## config.mk

```make
export PLATFORM = sky130hd
export DESIGN_NAME = mont_skip_mul
export DESIGN_NICKNAME = d
export VERILOG_FILES = /design/src/rtl/mont_skip_pkg.sv /design/src/rtl/mont_csa_step.sv /design/src/rtl/mont_final_reduce.sv /design/src/rtl/mont_skip_mul.sv
export SDC_FILE = /design/constraint.sdc
export NUM_CORES = 1
export LEC_CHECK = 0
export BUFFER_PORTS_ARGS = -buffer_cell sky130_fd_sc_hd__buf_2
export CORE_ASPECT_RATIO = 1.75
export CORE_UTILIZATION = 40
export DETAILED_ROUTE_END_ITERATION = 8
export PLACE_DENSITY = 0.6
export SLEW_MARGIN = 20
export SYNTH_ARGS = -nofsm -noshare
export SYNTH_HDL_FRONTEND = slang
export SYNTH_SLANG_ARGS = --single-unit
```

## constraint.sdc

```tcl
create_clock -name clk -period 11.3 [get_ports clk]
set_input_delay 1.695 -clock clk [delete_from_list [all_inputs] [get_ports clk]]
set_output_delay 1.695 -clock clk [all_outputs]
set_load 0.01 [all_outputs]
```

## src/rtl/mont_skip_pkg.sv

```systemverilog
package mont_skip_pkg;
  typedef enum logic [1:0] {
    ST_IDLE = 2'd0,
    ST_RUN  = 2'd1,
    ST_FIN  = 2'd2
  } mm_state_e;
endpackage

```

## src/rtl/mont_csa_step.sv

```systemverilog
module mont_csa_step #(
  parameter int NW = 32,
  localparam int W = NW + 2
) (
  input  logic [W-1:0]  ss,
  input  logic [W-1:0]  sc,
  input  logic          xi,
  input  logic          xnext,
  input  logic          next_ok,
  input  logic [NW-1:0] yv,
  input  logic [NW-1:0] nv,
  input  logic [W-1:0]  ynv,
  output logic [W-1:0]  ss_nx,
  output logic [W-1:0]  sc_nx,
  output logic          skip
);
  logic          odd;
  logic [W-1:0]  term;
  logic [W-1:0]  s1;
  logic [W-1:0]  maj;

  always_comb begin
    odd = ss[0] ^ sc[0] ^ (xi & yv[0]);
    unique case ({odd, xi})
      2'b00:   term = '0;
      2'b01:   term = {2'b00, yv};
      2'b10:   term = {2'b00, nv};
      default: term = ynv;
    endcase
    s1  = ss ^ sc ^ term;
    maj = (ss & sc) | (ss & term) | (sc & term);
    skip = next_ok & ~xnext & ~s1[1] & ~maj[0];
    if (skip) begin
      ss_nx = s1 >> 2;
      sc_nx = maj >> 1;
    end else begin
      ss_nx = s1 >> 1;
      sc_nx = maj;
    end
  end

  // the added term makes the sum even, so the dropped sum bit is zero
  always_comb begin
    if (nv[0]) a_r1_even_sum: assert (s1[0] == 1'b0);
  end

  // never merge when the following X bit is one
  always_comb begin
    a_r8_no_merge_over_one: assert (!(skip && xnext));
  end
endmodule

```

## src/rtl/mont_final_reduce.sv

```systemverilog
module mont_final_reduce #(
  parameter int NW = 32,
  localparam int W = NW + 2
) (
  input  logic [W-1:0]  ss,
  input  logic [W-1:0]  sc,
  input  logic [NW-1:0] nv,
  output logic [NW-1:0] red
);
  logic [W:0] full;
  logic [W:0] diff;

  always_comb begin
    full = {1'b0, ss} + {1'b0, sc};
    diff = full - {{(W+1-NW){1'b0}}, nv};
    if (full >= {{(W+1-NW){1'b0}}, nv}) red = diff[NW-1:0];
    else red = full[NW-1:0];
  end
endmodule

```

## src/rtl/mont_skip_mul.sv

```systemverilog
module mont_skip_mul #(
  parameter int NW = 32,
  localparam int W  = NW + 2,
  localparam int IW = $clog2(NW + 2) + 1
) (
  input  logic          clk,
  input  logic          rst_n,
  input  logic          start,
  input  logic [NW-1:0] x_in,
  input  logic [NW-1:0] y_in,
  input  logic [NW-1:0] n_in,
  output logic          done,
  output logic [NW-1:0] result
);
  import mont_skip_pkg::*;

  mm_state_e      state_q;
  logic [W-1:0]   ss_q, sc_q, yn_q;
  logic [NW-1:0]  x_q, y_q, n_q, res_q;
  logic [IW-1:0]  idx_q;
  logic           done_q;

  logic [W-1:0]   ss_nx, sc_nx;
  logic           skip;
  logic           next_ok;
  logic [IW-1:0]  idx_nx;
  logic [NW-1:0]  red;

  assign next_ok = (idx_q + IW'(1)) < IW'(NW);
  assign idx_nx  = idx_q + (skip ? IW'(2) : IW'(1));

  mont_csa_step #(.NW(NW)) u_step (
    .ss(ss_q), .sc(sc_q), .xi(x_q[0]), .xnext(x_q[1]), .next_ok(next_ok),
    .yv(y_q), .nv(n_q), .ynv(yn_q),
    .ss_nx(ss_nx), .sc_nx(sc_nx), .skip(skip)
  );

  mont_final_reduce #(.NW(NW)) u_fin (
    .ss(ss_q), .sc(sc_q), .nv(n_q), .red(red)
  );

  always_ff @(posedge clk or negedge rst_n) begin
    if (!rst_n) begin
      state_q <= ST_IDLE;
      ss_q    <= '0;
      sc_q    <= '0;
      yn_q    <= '0;
      x_q     <= '0;
      y_q     <= '0;
      n_q     <= '0;
      res_q   <= '0;
      idx_q   <= '0;
      done_q  <= 1'b0;
    end else begin
      done_q <= 1'b0;
      unique case (state_q)
        ST_IDLE: begin
          if (start) begin
            ss_q    <= '0;
            sc_q    <= '0;
            x_q     <= x_in;
            y_q     <= y_in;
            n_q     <= n_in;
            yn_q    <= {2'b00, y_in} + {2'b00, n_in};
            idx_q   <= '0;
            state_q <= ST_RUN;
          end
        end
        ST_RUN: begin
          ss_q  <= ss_nx;
          sc_q  <= sc_nx;
          x_q   <= skip ? (x_q >> 2) : (x_q >> 1);
          idx_q <= idx_nx;
          if (idx_nx >= IW'(NW)) state_q <= ST_FIN;
        end
        ST_FIN: begin
          res_q   <= red;
          done_q  <= 1'b1;
          state_q <= ST_IDLE;
        end
        default: state_q <= ST_IDLE;
      endcase
    end
  end

  assign done   = done_q;
  assign result = res_q;

  a_r2_single_pulse: assert property (@(posedge clk) disable iff (!rst_n)
    done_q |=> !done_q);

  a_r3_hold_result: assert property (@(posedge clk) disable iff (!rst_n)
    (state_q != ST_FIN) |=> $stable(res_q));

  a_r1_below_modulus: assert property (@(posedge clk) disable iff (!rst_n)
    done_q |-> (res_q < n_q));

  a_r9_index_in_range: assert property (@(posedge clk) disable iff (!rst_n)
    (state_q == ST_RUN) |-> (idx_q < IW'(NW)));

  a_r4_busy_ignores_start: assert property (@(posedge clk) disable iff (!rst_n)
    (state_q == ST_RUN) |=> $stable(n_q) && $stable(y_q));
endmodule

```

==> metrics.txt <==
outcome=complete, no violations; initial DRC count=roughly 700; RSZ-0062 raised after global routing=false; # Post-CTS Setup Buffers=0; DR vias/cell=roughly 5.5; die height=~270 um; Max Root-Sink Buffers=3; ranking of synthesized cells by area=dfrtp_1 36%, nand2_1 10%, ha_1 7.5%; GR Overflow Total=0; Antenna Violating Nets Remaining=0; final hold vios=0; GR Util All Layers=0.2362; Mapped Area=16520 um^2; CP Data Required Time=between 10 and 15 ns; multiplexer share of the synthesized area=0.04249; synthesized net count=around 2200; std cell rows=slightly below 100; GRT Max-Usage Layer=met2; Setup crit end kind=register; Slew headroom=0.2969; Critical Path Start Type=register; simple-gate share of the synthesized area=0.1779; xor/xnor share of the synthesized area=0.04136; Post-Syn Area per Cell=approximately 8.2 um^2; Wirelength per Cell=18.33 um; Nets=2313; Fillers=between 4000 and 5000; largest family of logic cells by synthesized area=compound AO/OA/AOI/OAI gates; final setup fails=0; Compound-Gate Fraction of Synth Area=0.2106; dpl cell area=about 18000 um^2; setup slack, reg-to-reg=5.14 ns; CTS tree=built; Starting Density=0.4045; Hold Crit Class=register to register; core area=approximately 40000 um^2; CTS Buf Count=26; Setup TNS Final=0 ns; vias in the first global route=~15000; CTS resizes=0; synthesis-to-layout area growth=12.57%; Syn. warnings=0; Die ar.=between 40000 and 50000 um^2; Clock Tree Root=clkbuf_16; M1 GR Usage=0.2822; setup ws final=5.145 ns; FF/Latch Area=just under 6000 um^2; H-tree depth=1; Synth Area in Adders=0.1180; WS Path Type=register to register; sequential share of the synthesized area=0.3575; antenna cells=0; met3 Usage GRT=0.02114; clock slew at reported path FFs=approximately 0.06 ns; Max Transition Viols Final=0; first-pass GRT wire length=79070 um; layout cell share with drive strength beyond 1=0.1167; most common cell after layout, fill and taps aside=nand2_1; worst-case clock skew=between 0.015 and 0.02 ns; Top Ports=132; DRT Pass-1 Iters=5; later-pin clock latency in the skew report=0.56 ns; Post-synth EDFFs=0; CTS hold repair buffers=0; post-synth top area cell=dfrtp_1; synthesized flop and latch total=236; Synth async-reset ratio=1.000; crit path max fanout=18; WL final=between 40000 and 50000 um; multi-input combinational cell area=9808 um^2; crit share post-route=0.5447; pre-CTS WS=between 5 and 6 ns; # port buffers=131; via count=around 14000; main flop type after synthesis=dfrtp_1; Final Wtd Congestion=around 0.90; DRC=0; largest net degree at the start of global routing=~110; MaxCap Viol Count=0; upper clock frequency limit=around 0.16 GHz; met2 Usage GRT=0.4242; most frequent cells in the layout=447 x nand2_1, 236 x dfrtp_1, 146 x a21oi_1; Netlist cell types=69; minimum clock period=6.155 ns; Final HPWL DP=roughly 36000 um; Yosys top cell area share=0.3575; cell area after layout=roughly 19000 um^2; post-synthesis cell count=2007; Num Clock Sinks=236; WHS=approximately 0.47 ns; die width=roughly 160 um; crit path DAT=6.57 ns; initial antenna violation count=0; worst slew pin tran=1.055 ns
-- logic make-up (layout without fill, tap and decap cells) --
group | Yosys count | after routing
compound gates | 574 | 574
xor+xnor | 78 | 78
mux | 66 | 66
flops | 236 | 236
simple gates | 692 | 692
buf+inv | 226 | 319
fa+ha+maj | 135 | 135
-- critical path: stages, from the launching register on --
cell and delay, ns:
dfrtp_1 0.40, ha_1 0.27, fa_1 0.44, a211oi_1 0.36, o211ai_1 0.21, a32o_1 0.33, o21a_1 0.19, o21ai_1 0.11
nand2b_1 0.07, a21oi_1 0.17, xnor2_1 0.10, ha_1 0.44, nand4_1 0.20, o41ai_2 0.53, a221o_1 0.32, a21boi_1 0.11
a211o_1 0.33, o21ai_4 0.66, buf_4 0.44, mux2i_1 0.26, o21ai_1 0.07
-- stage by stage --
| stage | utilization | cells |
|---|---|---|
| after floorplan | - | 2007 |
| after global placement | 0.4322 | 2602 |
| after detailed placement | 0.4322 | 2602 |
| after CTS | 0.4554 | 2650 |
| after global routing | 0.4554 | 2650 |
| final | 0.4554 | 2650 |
-- layer usage --
layer | vias to the layer above | part of all wire
met4 | 0 | 0.045
met1 | 7012 | 0.41
met3 | 100 | 0.029
met2 | 287 | 0.52
li1 | 7066 | -
met5 | - | 0
-- Yosys cell counts (all sizes together) (35+ instances only) --
cell and n:
clkbuf 90, xor2 35, nand2 448, a21o 43, xnor2 43, nor2 68, fa 35, dfrtp 236
ha 99, a21oi 148, o21ai 223, a22oi 35, nand3 82, inv 125
-- registers in the layout, summed over array words and instances (netlist names) --
| register | cells |
|---|---|
| done | 1 |
| sc_q | 33 |
| yn_q | 33 |
| x_q | 32 |
| n_q | 32 |
| idx_q | 7 |
| y_q | 32 |
| state_q | 2 |
| result | 32 |
| ss_q | 32 |
-- final cells by class --
cell class,count,area share
Inverter,125,0.02523
Multi-Input combinational cell,1545,0.5275
Sequential cell,236,0.3176
Clock inverter,13,0.01130
Timing Repair Buffer,146,0.04185
Clock buffer,35,0.03950
Tap cell,550,0.03701
-- final timing paths --
kind	startpoint	endpoint	cells past startpoint
worst min-delay path	y_q[2]	y_q[2]	2
max in group asynchronous	rst_n	sc_q[32]	3
worst max-delay path	ss_q[0]	result[7]	20
worst min register to register	y_q[2]	y_q[2]	2
min in group asynchronous	rst_n	yn_q[23]	1
worst max register to register	ss_q[0]	result[7]	20
Power is left out: the tool's default activity adds up to more than one toggle a clock period on the data nets, which glitch-free logic cannot reach.
